===== src/rtl/exc_pkg.sv =====
package exc_pkg;

  typedef enum logic [2:0] {
    SEL_CAUSE   = 3'd0,
    SEL_BADADDR = 3'd1,
    SEL_CONTEXT = 3'd2,
    SEL_TAG     = 3'd3,
    SEL_EPC     = 3'd4,
    SEL_STATUS  = 3'd5
  } regSel_e;

  // Strobes from control to datapath for one accepted exception.
  typedef struct packed {
    logic takeTlb;
    logic takeGen;
    logic storeMiss;
    logic inDelay;
    logic writeEpc;
  } excStrobe_t;

endpackage


===== src/rtl/exc_ctrl.sv =====
module exc_ctrl
  import exc_pkg::*;
#(
  parameter int          XLEN       = 32,
  parameter logic [31:0] GEN_VEC    = 32'h8000_0180,
  parameter logic [31:0] REFILL_VEC = 32'h8000_0000,
  parameter logic [31:0] WIN_LO     = 32'h8000_0000,
  parameter logic [31:0] WIN_HI     = 32'hBFFF_FFFF
) (
  input  logic            clk,
  input  logic            rstN,
  input  logic            tlbMissReq,
  input  logic            tlbStoreMiss,
  input  logic            genReq,
  input  logic            inDelaySlot,
  input  logic            tlbRangeHit,
  input  logic [XLEN-1:0] faultVaddr,
  input  logic            exlNow,
  output excStrobe_t      strb,
  output logic            redirectValid,
  output logic [XLEN-1:0] redirectAddr
);

  logic            inWindow;
  logic            useRefill;
  logic [XLEN-1:0] targetAddr;

  assign inWindow  = (faultVaddr >= WIN_LO) && (faultVaddr <= WIN_HI);
  assign useRefill = tlbMissReq && !exlNow && !inWindow && !tlbRangeHit;

  always_comb begin
    strb           = '0;
    strb.takeTlb   = tlbMissReq;
    strb.takeGen   = genReq && !tlbMissReq;
    strb.storeMiss = tlbStoreMiss;
    strb.inDelay   = inDelaySlot;
    strb.writeEpc  = !exlNow;
    targetAddr     = useRefill ? REFILL_VEC : GEN_VEC;
  end

  always_ff @(posedge clk) begin
    if (!rstN) begin
      redirectValid <= 1'b0;
      redirectAddr  <= '0;
    end else begin
      redirectValid <= strb.takeTlb || strb.takeGen;
      if (strb.takeTlb || strb.takeGen) redirectAddr <= targetAddr;
    end
  end

  AST_GEN_VECTOR: assert property (@(posedge clk) disable iff (!rstN)
    strb.takeGen |=> (redirectValid && redirectAddr == GEN_VEC));
  AST_EXL_VECTOR: assert property (@(posedge clk) disable iff (!rstN)
    (strb.takeTlb && exlNow) |=> (redirectAddr == GEN_VEC));
  AST_PULSE_SOURCE: assert property (@(posedge clk) disable iff (!rstN)
    redirectValid |-> $past(tlbMissReq || genReq));

endmodule


===== src/rtl/exc_regs.sv =====
module exc_regs
  import exc_pkg::*;
#(
  parameter int XLEN = 32
) (
  input  logic            clk,
  input  logic            rstN,
  input  excStrobe_t      strb,
  input  logic [XLEN-1:0] faultPc,
  input  logic [XLEN-1:0] faultVaddr,
  input  logic            regWrEn,
  input  logic [2:0]      regWrSel,
  input  logic [XLEN-1:0] regWrData,
  input  logic [2:0]      regRdSel,
  output logic [XLEN-1:0] regRdData,
  output logic            exlNow
);

  localparam int          CODE_W    = 5;
  localparam int          CODE_LSB  = 2;
  localparam int          BD_BIT    = XLEN - 1;
  localparam int          EXL_BIT   = 1;
  localparam int          CTX_SHIFT = 9;
  localparam logic [31:0] CTX_KEEP  = 32'hFF80_000F;
  localparam logic [31:0] CTX_FIELD = 32'h007F_FFF0;
  localparam logic [31:0] TAG_MASK  = 32'hFFFF_E000;
  localparam logic [CODE_W-1:0] CODE_LOAD  = 5'd2;
  localparam logic [CODE_W-1:0] CODE_STORE = 5'd3;
  localparam logic [XLEN-1:0] STATUS_RST = XLEN'(1) << EXL_BIT;

  logic [XLEN-1:0] causeQ, badVaddrQ, contextQ, tagQ, epcQ, statusQ;
  logic            anyTake;
  logic            swWr;
  logic [XLEN-1:0] missCause;
  logic [XLEN-1:0] epcNext;

  assign anyTake = strb.takeTlb || strb.takeGen;
  assign swWr    = regWrEn && !anyTake;
  assign exlNow  = statusQ[EXL_BIT];
  assign epcNext = strb.inDelay ? (faultPc - XLEN'(4)) : faultPc;

  always_comb begin
    missCause = '0;
    missCause[CODE_LSB +: CODE_W] = strb.storeMiss ? CODE_STORE : CODE_LOAD;
    missCause[BD_BIT] = strb.inDelay;
  end

  always_ff @(posedge clk) begin
    if (!rstN) causeQ <= '0;
    else if (strb.takeTlb) causeQ <= missCause;
    else if (strb.takeGen) causeQ[BD_BIT] <= strb.inDelay;
    else if (swWr && regWrSel == SEL_CAUSE) causeQ <= regWrData;
  end

  always_ff @(posedge clk) begin
    if (!rstN) begin
      badVaddrQ <= '0;
      contextQ  <= '0;
      tagQ      <= '0;
    end else if (strb.takeTlb) begin
      badVaddrQ <= faultVaddr;
      contextQ  <= (contextQ & CTX_KEEP) | ((faultVaddr >> CTX_SHIFT) & CTX_FIELD);
      tagQ      <= faultVaddr & TAG_MASK;
    end else if (swWr) begin
      if (regWrSel == SEL_BADADDR) badVaddrQ <= regWrData;
      if (regWrSel == SEL_CONTEXT) contextQ  <= regWrData;
      if (regWrSel == SEL_TAG)     tagQ      <= regWrData;
    end
  end

  always_ff @(posedge clk) begin
    if (!rstN) epcQ <= '0;
    else if (anyTake) begin
      if (strb.writeEpc) epcQ <= epcNext;
    end else if (swWr && regWrSel == SEL_EPC) epcQ <= regWrData;
  end

  always_ff @(posedge clk) begin
    if (!rstN) statusQ <= STATUS_RST;
    else if (anyTake) statusQ[EXL_BIT] <= 1'b1;
    else if (swWr && regWrSel == SEL_STATUS) statusQ <= regWrData;
  end

  always_comb begin
    case (regRdSel)
      SEL_CAUSE:   regRdData = causeQ;
      SEL_BADADDR: regRdData = badVaddrQ;
      SEL_CONTEXT: regRdData = contextQ;
      SEL_TAG:     regRdData = tagQ;
      SEL_EPC:     regRdData = epcQ;
      SEL_STATUS:  regRdData = statusQ;
      default:     regRdData = '0;
    endcase
  end

  AST_EPC_HELD: assert property (@(posedge clk) disable iff (!rstN)
    (anyTake && !strb.writeEpc) |=> $stable(epcQ));
  AST_EXL_RAISED: assert property (@(posedge clk) disable iff (!rstN)
    anyTake |=> exlNow);
  AST_BADADDR_LOAD: assert property (@(posedge clk) disable iff (!rstN)
    strb.takeTlb |=> (badVaddrQ == $past(faultVaddr)));

endmodule


===== src/rtl/exc_entry_ctrl.sv =====
module exc_entry_ctrl
  import exc_pkg::*;
#(
  parameter int XLEN = 32
) (
  input  logic            clk,
  input  logic            rstN,
  input  logic            tlbMissReq,
  input  logic            tlbStoreMiss,
  input  logic            genReq,
  input  logic [XLEN-1:0] faultPc,
  input  logic [XLEN-1:0] faultVaddr,
  input  logic            inDelaySlot,
  input  logic            tlbRangeHit,
  input  logic            regWrEn,
  input  logic [2:0]      regWrSel,
  input  logic [XLEN-1:0] regWrData,
  input  logic [2:0]      regRdSel,
  output logic [XLEN-1:0] regRdData,
  output logic            redirectValid,
  output logic [XLEN-1:0] redirectAddr
);

  excStrobe_t strb;
  logic       exlNow;

  exc_ctrl #(.XLEN(XLEN)) uCtrl (
    .clk(clk), .rstN(rstN),
    .tlbMissReq(tlbMissReq), .tlbStoreMiss(tlbStoreMiss), .genReq(genReq),
    .inDelaySlot(inDelaySlot), .tlbRangeHit(tlbRangeHit),
    .faultVaddr(faultVaddr), .exlNow(exlNow), .strb(strb),
    .redirectValid(redirectValid), .redirectAddr(redirectAddr)
  );

  exc_regs #(.XLEN(XLEN)) uRegs (
    .clk(clk), .rstN(rstN), .strb(strb),
    .faultPc(faultPc), .faultVaddr(faultVaddr),
    .regWrEn(regWrEn), .regWrSel(regWrSel), .regWrData(regWrData),
    .regRdSel(regRdSel), .regRdData(regRdData), .exlNow(exlNow)
  );

endmodule


===== config.mk =====
export PLATFORM = sky130hd
export DESIGN_NAME = exc_entry_ctrl
export DESIGN_NICKNAME = d
export VERILOG_FILES = /design/src/rtl/exc_pkg.sv /design/src/rtl/exc_ctrl.sv /design/src/rtl/exc_regs.sv /design/src/rtl/exc_entry_ctrl.sv
export SDC_FILE = /design/constraint.sdc
export NUM_CORES = 1
export LEC_CHECK = 0
export ABC_AREA = 1
export BUFFER_PORTS_ARGS = -buffer_cell sky130_fd_sc_hd__buf_2
export CAP_MARGIN = 20
export CORE_UTILIZATION = 55
export CTS_CLUSTER_DIAMETER = 30
export DETAILED_ROUTE_END_ITERATION = 6
export PLACE_DENSITY = 0.79
export SYNTH_ARGS = -nofsm -noshare
export SYNTH_HDL_FRONTEND = slang
export SYNTH_SLANG_ARGS = --single-unit

===== constraint.sdc =====
create_clock -name clk -period 2.4 [get_ports clk]
set_clock_uncertainty 0.2 [all_clocks]
set_input_delay 0.36 -clock clk [delete_from_list [all_inputs] [get_ports clk]]
set_output_delay 0.36 -clock clk [all_outputs]
set_load 0.02 [all_outputs]

==> results.cfg <==
[outcome]
status = finished, final reports clean

[routing]
first_pass_iters = 6
viasPerCell = 5.97
ant_nets = 0
routedWlPerCell_um = 18.6
drtIter0Drc = 1453
vias = 10200
drc = 0
routed_wl_um = 31900

[pwr]
cellPowerDensity_nw_per_um2 = 645
max-vdd-ir-drop_v = 0.000530
p_leak_uw = 0.00472

[worst_setup_path]
critPathLaunchType = input pin
critPathCaptureType = output port
required_ps = 1840
worstPathMaxFanout = 32
arrival_ps = 1720
critPathKind = in2out

[cells_and_area]
area_growth_pct = 16.0
multiInputGateArea_um2 = 4710
seq_area_um2 = 3900
fill_cells = 1479
fin_nets = 1588
drive_gt1_frac = 0.157

[logic_synthesis]
synthArstFlopShare = 0
synth_area_leaders = dfxtp_1 (41%), o21ai_0 (9.9%), a21oi_1 (7.8%)
dominantRegCellSynth = dfxtp_1
synth_top_area_share = 0.410
avgSynthCellArea_um2 = 6.98
synth-edff-count = 0
ys_ff_latch = 195
netlist_instances = 1365
synth_area_leader_cell = dfxtp_1
synthesis.area_um2 = 9530
yosysSeqAreaShare = 0.410
synthDistinctLibCells = 37
yosysWarningCount = 0

[global_routing]
grt_overflow = 0
grt_usage = 0.359
grt_antenna_before_repair = 4
grt_max_degree = 116
grt_pass1_wl_um = 49300
grt_pass1_vias = 8953

[placement]
port_buffers = 145
place.gp.congestion = 0.950
dp_slack_ps = 215
hpwl_um = 22500

[clocking]
cts_tree = yes
clkLatencyLatePin_ps = 430
cts_root_buf = clkbuf_16
htree_levels = 4
cts_setup_buffers = 0
cts.sinks = 195
clock_path_buffers = 2
cts_buffers = 17
clk_pin_slew_ps = 60

[sta]
fin_crit_sh = 0.948
finalHoldViolCount = 0
tns_ps = 0
setup_slack_ps = 125
min_period_ps = 2280
worst_hold_slack_ps = 11.7
setup_viol = 0
fmax_mhz = 439
worst_slew_pin_slew_ps = 826
relSlewSlack = 0.449
slew_viol_final = 0
rsz0062_at_grt = no

[die]
die-area_um2 = 17900
die_h_um = 134
initial_core_util = 0.568
coreArea_um2 = 16800
pin_count = 175
die_x_um = 134
rows = 47

[flow_run]
maxCapViolCount = 0

[worst_hold_path]
worstHoldPathType = in2reg
## critical path: stages
cell and delay (ps):
buf_2 120, inv_1 120, nand3_1 130, buf_12 200
o21ai_0 380, a21oi_1 130, nand3_1 110, buf_2 160
## metal layers
metal / track usage / share of wire
met1: 0.510 / 0.42
met2: 0.514 / 0.42
met3: 0.0913 / 0.12
met4: 0.150 / 0.034
met5: 0 / 0.00041
## sequential cells by signal, summed over array words and instances (netlist names)
register,cells
uRegs.badVaddrQ,32
uRegs.statusQ,32
uRegs.contextQ,32
uCtrl.redirectValid,1
uRegs.causeQ,32
uRegs.epcQ,32
uRegs.tagQ,32
uCtrl.redirectAddr,2
## through the flow
step / cells / utilization / power [uW] / area (um^2)
floorplan: 1393 / - / 4000 / 9630
global placement: 1673 / 0.621 / 4320 / 10400
detailed placement: 1673 / 0.621 / 4330 / 10400
CTS: 1710 / 0.659 / 7110 / 11000
global route: 1712 / 0.659 / 7340 / 11000
finish: 1713 / 0.659 / 7130 / 11000
## cell usage in the layout (no fill, tap or decap), types with 32 or more instances in the layout
master and n:
nand2_1 196, a22oi_1 37, buf_4 32, o21ai_0 189, inv_1 105, nand3_1 125, buf_2 145, a21oi_1 149
a31oi_1 64, dfxtp_1 195, nor2_1 116
## cell families (layout without fill, tap and decap cells)
logic type | Yosys count | count (layout) | share of synthesized area
adders and majority gates | 1 | 1 | 0.00131
other | 1 | 32 | 0.000394
and+or+nand+nor | 462 | 462 | 0.208
xor gates and xnor gates | 3 | 3 | 0.00276
AOI/OAI and AO/OA | 468 | 468 | 0.269
buffers and inverters | 235 | 332 | 0.109
DFF | 195 | 195 | 0.410
## Yosys cell counts (3+ instances only)
master / instances
nor2_1: 118
clkbuf_1: 55
inv_1: 105
dfxtp_1: 195
nor2_2: 3
buf_2: 28
o21ai_0: 189
nand3_1: 125
o21ai_1: 14
a22oi_1: 37
a211oi_1: 4
a31oi_1: 64
nor3_1: 7
a21oi_1: 149
buf_4: 32
inv_2: 6
nand4_1: 7
buf_1: 7
nand2_1: 196
## worst paths after layout
path | to | slack, ps | cells after the start | start
setup / recovery | regRdData[13] | 120 | 8 | regRdSel[1]
setup reg to reg | uCtrl.redirectAddr[8] | 980 | 2 | uRegs.statusQ[1]
hold reg to reg | uRegs.statusQ[26] | 250 | 2 | uRegs.statusQ[26]
hold / removal | uRegs.badVaddrQ[2] | 10 | 3 | faultVaddr[2]
## area by class of cell
| cell class | count | area share |
|---|---|---|
| diodes | 3 | 0.000680 |
| well taps | 220 | 0.0249 |
| clock inverters | 11 | 0.0117 |
| flip-flops and latches | 195 | 0.353 |
| clock buffers | 21 | 0.0408 |
| repair buffers | 189 | 0.105 |
| multi-input cells | 963 | 0.426 |
| inverters | 111 | 0.0377 |
## power by group
part | leakage [uW] | switching, uW | internal (uW) | total [uW]
Sequential | 0.00159 | 61.2 | 3340 | 3400
Combinational | 0.00287 | 616 | 272 | 888
Clock | 0.000266 | 1270 | 1570 | 2840
## what timing repair did
action / 4_1_cts / 5_1_grt
resized for setup: 0 / 0
endpoints found under the hold margin: 5 / 0
hold buffers: 5 / 0
(Power assumes the default switching activity.)
